--- config.mk ---
export PLATFORM = sky130hd
export DESIGN_NAME = mbx_irq_ctrl
export DESIGN_NICKNAME = d
export VERILOG_FILES = /design/src/rtl/mbx_pkg.sv /design/src/rtl/mbx_port_decode.sv /design/src/rtl/mbx_irq_flag.sv /design/src/rtl/mbx_irq_ctrl.sv
export SDC_FILE = /design/constraint.sdc
export NUM_CORES = 1
export LEC_CHECK = 0
export BUFFER_PORTS_ARGS = -buffer_cell sky130_fd_sc_hd__buf_2
export CORE_AREA = 2 2 39 41
export DETAILED_ROUTE_END_ITERATION = 8
export DIE_AREA = 0 0 41 43
export PLACE_DENSITY = 0.52
export SETUP_SLACK_MARGIN = 0.4
export SLEW_MARGIN = 5
export SYNTH_ARGS = -nofsm -noshare
export SYNTH_HDL_FRONTEND = slang
export SYNTH_HIERARCHICAL = 1
export SYNTH_SLANG_ARGS = --single-unit
--- constraint.sdc ---
create_clock -name clk -period 2.8 [get_ports clk]
set_clock_uncertainty 0.2 [all_clocks]
set_input_delay 0.14 -clock clk [delete_from_list [all_inputs] [get_ports clk]]
set_output_delay 0.14 -clock clk [all_outputs]
set_load 0.02 [all_outputs]
--- src/rtl/mbx_pkg.sv ---
// Package: shared types for the mailbox interrupt controller.
// Assumes: nothing beyond IEEE 1800-2017.
package mbx_pkg;

    // Per-port access controls, already decoded from the port pins.
    typedef struct packed {
        logic en;
        logic wr;
        logic rd;
        logic busy_n;
    } mbx_ctl_t;

    // Index of each side in the per-side arrays of the top module.
    localparam int unsigned SIDE_L = 0;
    localparam int unsigned SIDE_R = 1;
    localparam int unsigned NSIDE  = 2;

endpackage

--- src/rtl/mbx_port_decode.sv ---
// Module: mbx_port_decode
// Classifies one port's access on the current cycle. It tells whether the
// access posts a message into the peer's mailbox or retires the port's own
// message.
// Assumes: a write takes precedence when wr and rd are both high, and a low
// busy_n disqualifies every access of the port.
module mbx_port_decode
    import mbx_pkg::*;
#(
    parameter int unsigned AW         = 14,
    parameter bit          OWN_IS_TOP = 1'b0
) (
    input  mbx_ctl_t        ctl,
    input  logic [AW-1:0]   addr,
    output logic            post_peer,
    output logic            take_own
);
    localparam logic [AW-1:0] TOP_ADDR  = {AW{1'b1}};
    localparam logic [AW-1:0] NEXT_ADDR = TOP_ADDR - AW'(1);
    localparam logic [AW-1:0] OWN_ADDR  = OWN_IS_TOP ? TOP_ADDR  : NEXT_ADDR;
    localparam logic [AW-1:0] PEER_ADDR = OWN_IS_TOP ? NEXT_ADDR : TOP_ADDR;

    logic live, is_write, is_read;

    // Qualify the access type: enabled, not blocked by busy, write first.
    always_comb begin
        live     = ctl.en & ctl.busy_n;
        is_write = live & ctl.wr;
        is_read  = live & ctl.rd & ~ctl.wr;
    end

    // Match the qualified access against the two mailbox words.
    always_comb begin
        post_peer = is_write & (addr == PEER_ADDR);
        take_own  = is_read  & (addr == OWN_ADDR);
    end
endmodule

--- src/rtl/mbx_irq_flag.sv ---
// Module: mbx_irq_flag
// Holds one active-low interrupt flag, lowered by a post and raised by a take.
// Assumes: a post and a take on the same edge resolve to the post, so no
// message is lost.
module mbx_irq_flag (
    input  logic clk,
    input  logic rst_n,
    input  logic post,
    input  logic take,
    output logic irq_n
);
    // Update the flag register, with post over take over hold.
    always_ff @(posedge clk) begin
        if (!rst_n)    irq_n <= 1'b1;
        else if (post) irq_n <= 1'b0;
        else if (take) irq_n <= 1'b1;
    end
endmodule

--- src/rtl/mbx_irq_ctrl.sv ---
// Module: mbx_irq_ctrl (top)
// Produces the two port-to-port interrupts of a shared two-port memory. The
// all-ones word is the right mailbox and the word below it is the left one.
// Assumes: both ports are sampled on the same clock, and the data words
// themselves are stored elsewhere.
module mbx_irq_ctrl
    import mbx_pkg::*;
#(
    parameter int unsigned AW = 14
) (
    input  logic          clk,
    input  logic          rst_n,
    input  logic          l_en,
    input  logic          l_wr,
    input  logic          l_rd,
    input  logic [AW-1:0] l_addr,
    input  logic          l_busy_n,
    input  logic          r_en,
    input  logic          r_wr,
    input  logic          r_rd,
    input  logic [AW-1:0] r_addr,
    input  logic          r_busy_n,
    output logic          l_irq_n,
    output logic          r_irq_n
);
    mbx_ctl_t        ctl  [NSIDE];
    logic [AW-1:0]   addr [NSIDE];
    logic [NSIDE-1:0] post, take, irq_n;

    // Gather the port pins into per-side arrays.
    always_comb begin
        ctl[SIDE_L]  = '{en: l_en, wr: l_wr, rd: l_rd, busy_n: l_busy_n};
        ctl[SIDE_R]  = '{en: r_en, wr: r_wr, rd: r_rd, busy_n: r_busy_n};
        addr[SIDE_L] = l_addr;
        addr[SIDE_R] = r_addr;
    end

    for (genvar s = 0; s < NSIDE; s++) begin : g_side
        mbx_port_decode #(
            .AW         (AW),
            .OWN_IS_TOP (s == SIDE_R)
        ) u_dec (
            .ctl       (ctl[s]),
            .addr      (addr[s]),
            .post_peer (post[s]),
            .take_own  (take[s])
        );

        // A flag is lowered by the other side's post and raised by its own take.
        mbx_irq_flag u_flag (
            .clk   (clk),
            .rst_n (rst_n),
            .post  (post[NSIDE-1-s]),
            .take  (take[s]),
            .irq_n (irq_n[s])
        );
    end

    assign l_irq_n = irq_n[SIDE_L];
    assign r_irq_n = irq_n[SIDE_R];
endmodule

==> run_results.csv <==
group,metric,value,unit
power,p_sw_share,18.4,%
power,p_leak,0.223,nW
floorplan,core,1380,um2
floorplan,io_pins,40,
floorplan,initial_core_util,11.1,%
clocking,cts.repair.resized,0,
worst_setup_path,cp.arrival,1.07,ns
detailed_routing,wl_per_cell,7.83,um
timing,tightest_slew,0.369,ns
cells_and_area,antenna_cells,0,
cells_and_area,syn2layout_area_growth,161,%
clocking,ctsRootBufferMaster,"clkbuf_4",
synth,synth_edf_count,0,
cells_and_area,final_nets,104,
detailed_routing,vias_per_cell,4.11,
worst_setup_path,cp-start-kind,"input port",
synth,synth-xor-area-share,0,%
run,maxCapViolations,0,
clocking,clockBufferDepth,2,
timing,slew_viol_final,0,
cells_and_area,finalNonFillerCells,80,
worst_setup_path,endpoint_kind,"flip-flop",
power,seq_power_share,24.3,%
grt,antenna_found_initial,0,
synth,netlist_area,154,um2
synth,synth.area.mux_share,0,%
clocking,cts_tree,"built",
synth,synthArstFlopShare,0,%
grt,overflow,0,
worst_setup_path,path_max_fanout,2,
synth,yosys_register_bits,2,
status,status,"complete, no violations",
timing,finalSetupViolCount,0,
floorplan,die_w,41,um
power,power.internal,96.3,uW
synth,synth_most_common_cell,"nand4_1",
placement,place_congestion,0.617,
synth,synth_nets,59,
hold_path,min_path_type,"in2reg",
detailed_routing,first_iter_violations,4,
timing,rsz0062_at_grt,"no",
timing,period_needed,1.12,ns
worst_setup_path,crit_required,2.75,ns
grt,grt.total_usage,8.41,%
synth,synth_largest_area_cell,"dfxtp_1",
detailed_routing,drt_pass1_iterations,3,
power,p_switching,21.8,uW
synth,avgSynthCellArea,7.33,um2
clocking,insertion_delay,0.21,ns
synth,ys.flop_type,"dfxtp_1",
cells_and_area,largest_registers,"g_side.u_flag/irq_n (2)",
worst_setup_path,worstSetupPathType,"in2reg",
synth,synth_compound_area_share,6.50,%
cells_and_area,drive_gt1_share,67.2,%
grt,grt_pass1_wl,1030,um
power,power_density,294,nW/um2
synth,synthTopCellsByCount,"nand4_1, nor2_1",
power,vdd_ir_drop_max,0.107,mV
grt,first_global_vias,304,
timing,min_period_over_period,40.2,%
detailed_routing,drc,0,
floorplan,rows,14,
synth,yosysSeqAreaShare,26.0,%
synth,synth_area_leaders,"dfxtp_1, nand4_1, and3_1",
clocking,clk_pin_slew,0.03,ns
timing,setup_tns,0,ns
synth,synthAdderAreaFrac,0,%
synth,synthSimpleGateAreaFrac,67.5,%
synth,yosys_warnings,6,
grt,grt_max_degree,3,
power,clockPowerShare,51.4,%
clocking,cts_htree_levels,1,
timing,hold_viol,0,
clocking,numClockSinks,2,
power,combPwrFrac,24.2,%
placement,dp.cells,76,
synth,synth_top_family_by_area,"simple AND/OR/NAND/NOR gates",
synth,ys_types,9,
clocking,cts_made_buffers,3,
floorplan,dieArea,1760,um2
clocking,postCtsSetupBuffers,0,
timing,fmax,0.889,GHz
cells_and_area,largest_register,"g_side.u_flag/irq_n",
power,total_power,118,uW
detailed_routing,ant_nets,0,
detailed_routing,drt_wl_total,626,um
placement,portBuffers,39,
detailed_routing,vias,329,
synth,syn_inst,21,
cells_and_area,largest_register_ffs,2,
floorplan,die_h,43,um
clocking,cts_hold_buffers,1,
synth,yosysTopAreaCellShare,26.0,%
timing,slew-limit-headroom,75.2,%
cells_and_area,num-fill-cells,162,
## layout by cell type, fill, tap and decap left out
| master | count |
|---|---|
| and3b_2 | 1 |
| buf_2 | 39 |
| nand4_1 | 6 |
| o21ai_1 | 2 |
| dfxtp_1 | 2 |
| nor4_1 | 2 |
| and4b_1 | 1 |
| dlygate4sd3_1 | 1 |
| clkbuf_4 | 3 |
| nand3_1 | 2 |
| and3_1 | 2 |
| nor2_1 | 3 |
## power groups by stage
stage	clock (mW)	combinational, mW	sequential, mW
after floorplan	0	0.00270	0.0291
after global placement	0	0.0273	0.0291
after detailed placement	0	0.0279	0.0291
after CTS	0.0627	0.0290	0.0287
after global routing	0.0722	0.0324	0.0287
final	0.0607	0.0286	0.0287
## kinds of logic (layout without fill, tap and decap cells)
| kind of cell | after synthesis | in the layout |
|---|---|---|
| AND/OR/NAND/NOR | 17 | 17 |
| AO/OA/AOI/OAI | 2 | 2 |
| flip-flops | 2 | 2 |
| buffers and inverters | 0 | 43 |
## worst paths after layout
check / start / to / slack, ns / cells after the start
setup reg to reg: g_side[0].u_flag/irq_n / g_side[0].u_flag/irq_n / 2.03 / 2
hold / removal: l_wr / g_side[1].u_flag/irq_n / 0.08 / 3
hold reg to reg: g_side[0].u_flag/irq_n / g_side[0].u_flag/irq_n / 0.29 / 2
setup / recovery: r_addr[5] / g_side[1].u_flag/irq_n / 1.68 / 6
## layout make-up
class	count	area [um2]	area share, %
clock buffer	3	22.5	5.61
multi-input combinational	19	114	28.3
sequential	2	40.0	9.97
tap	16	20.0	4.98
timing repair buffer	40	205	51.1
## routing by layer
metal | part of all wire [%] | GRT usage [%] | routed length, um
met1 | 33 | 8.60 | 205
met2 | 54 | 13.8 | 339
met3 | 13 | 3.66 | 81
met4 | 0 | 4.00 | 0
met5 | 0 | 0 | 0
## critical path: stages
cell	delay, ns
buf_2	0.07
nand4_1	0.08
nor4_1	0.39
and4b_1	0.24
nor2_1	0.04
o21ai_1	0.10
## through the flow
| stage | worst slack, ns | utilization (%) | area (um2) | hold WS (ns) |
|---|---|---|---|---|
| 2_1_floorplan | 1.69 | - | 154 | 0.0200 |
| 3_3_place_gp | 1.46 | 26.7 | 369 | 0.135 |
| 3_5_place_dp | 1.44 | 26.7 | 369 | 0.137 |
| 4_1_cts | 1.66 | 29.0 | 402 | 0.0748 |
| 5_1_grt | 1.58 | 29.0 | 402 | 0.0756 |
| 6_report | 1.68 | 29.0 | 402 | 0.0797 |
Power figures use the tool's default switching activity.
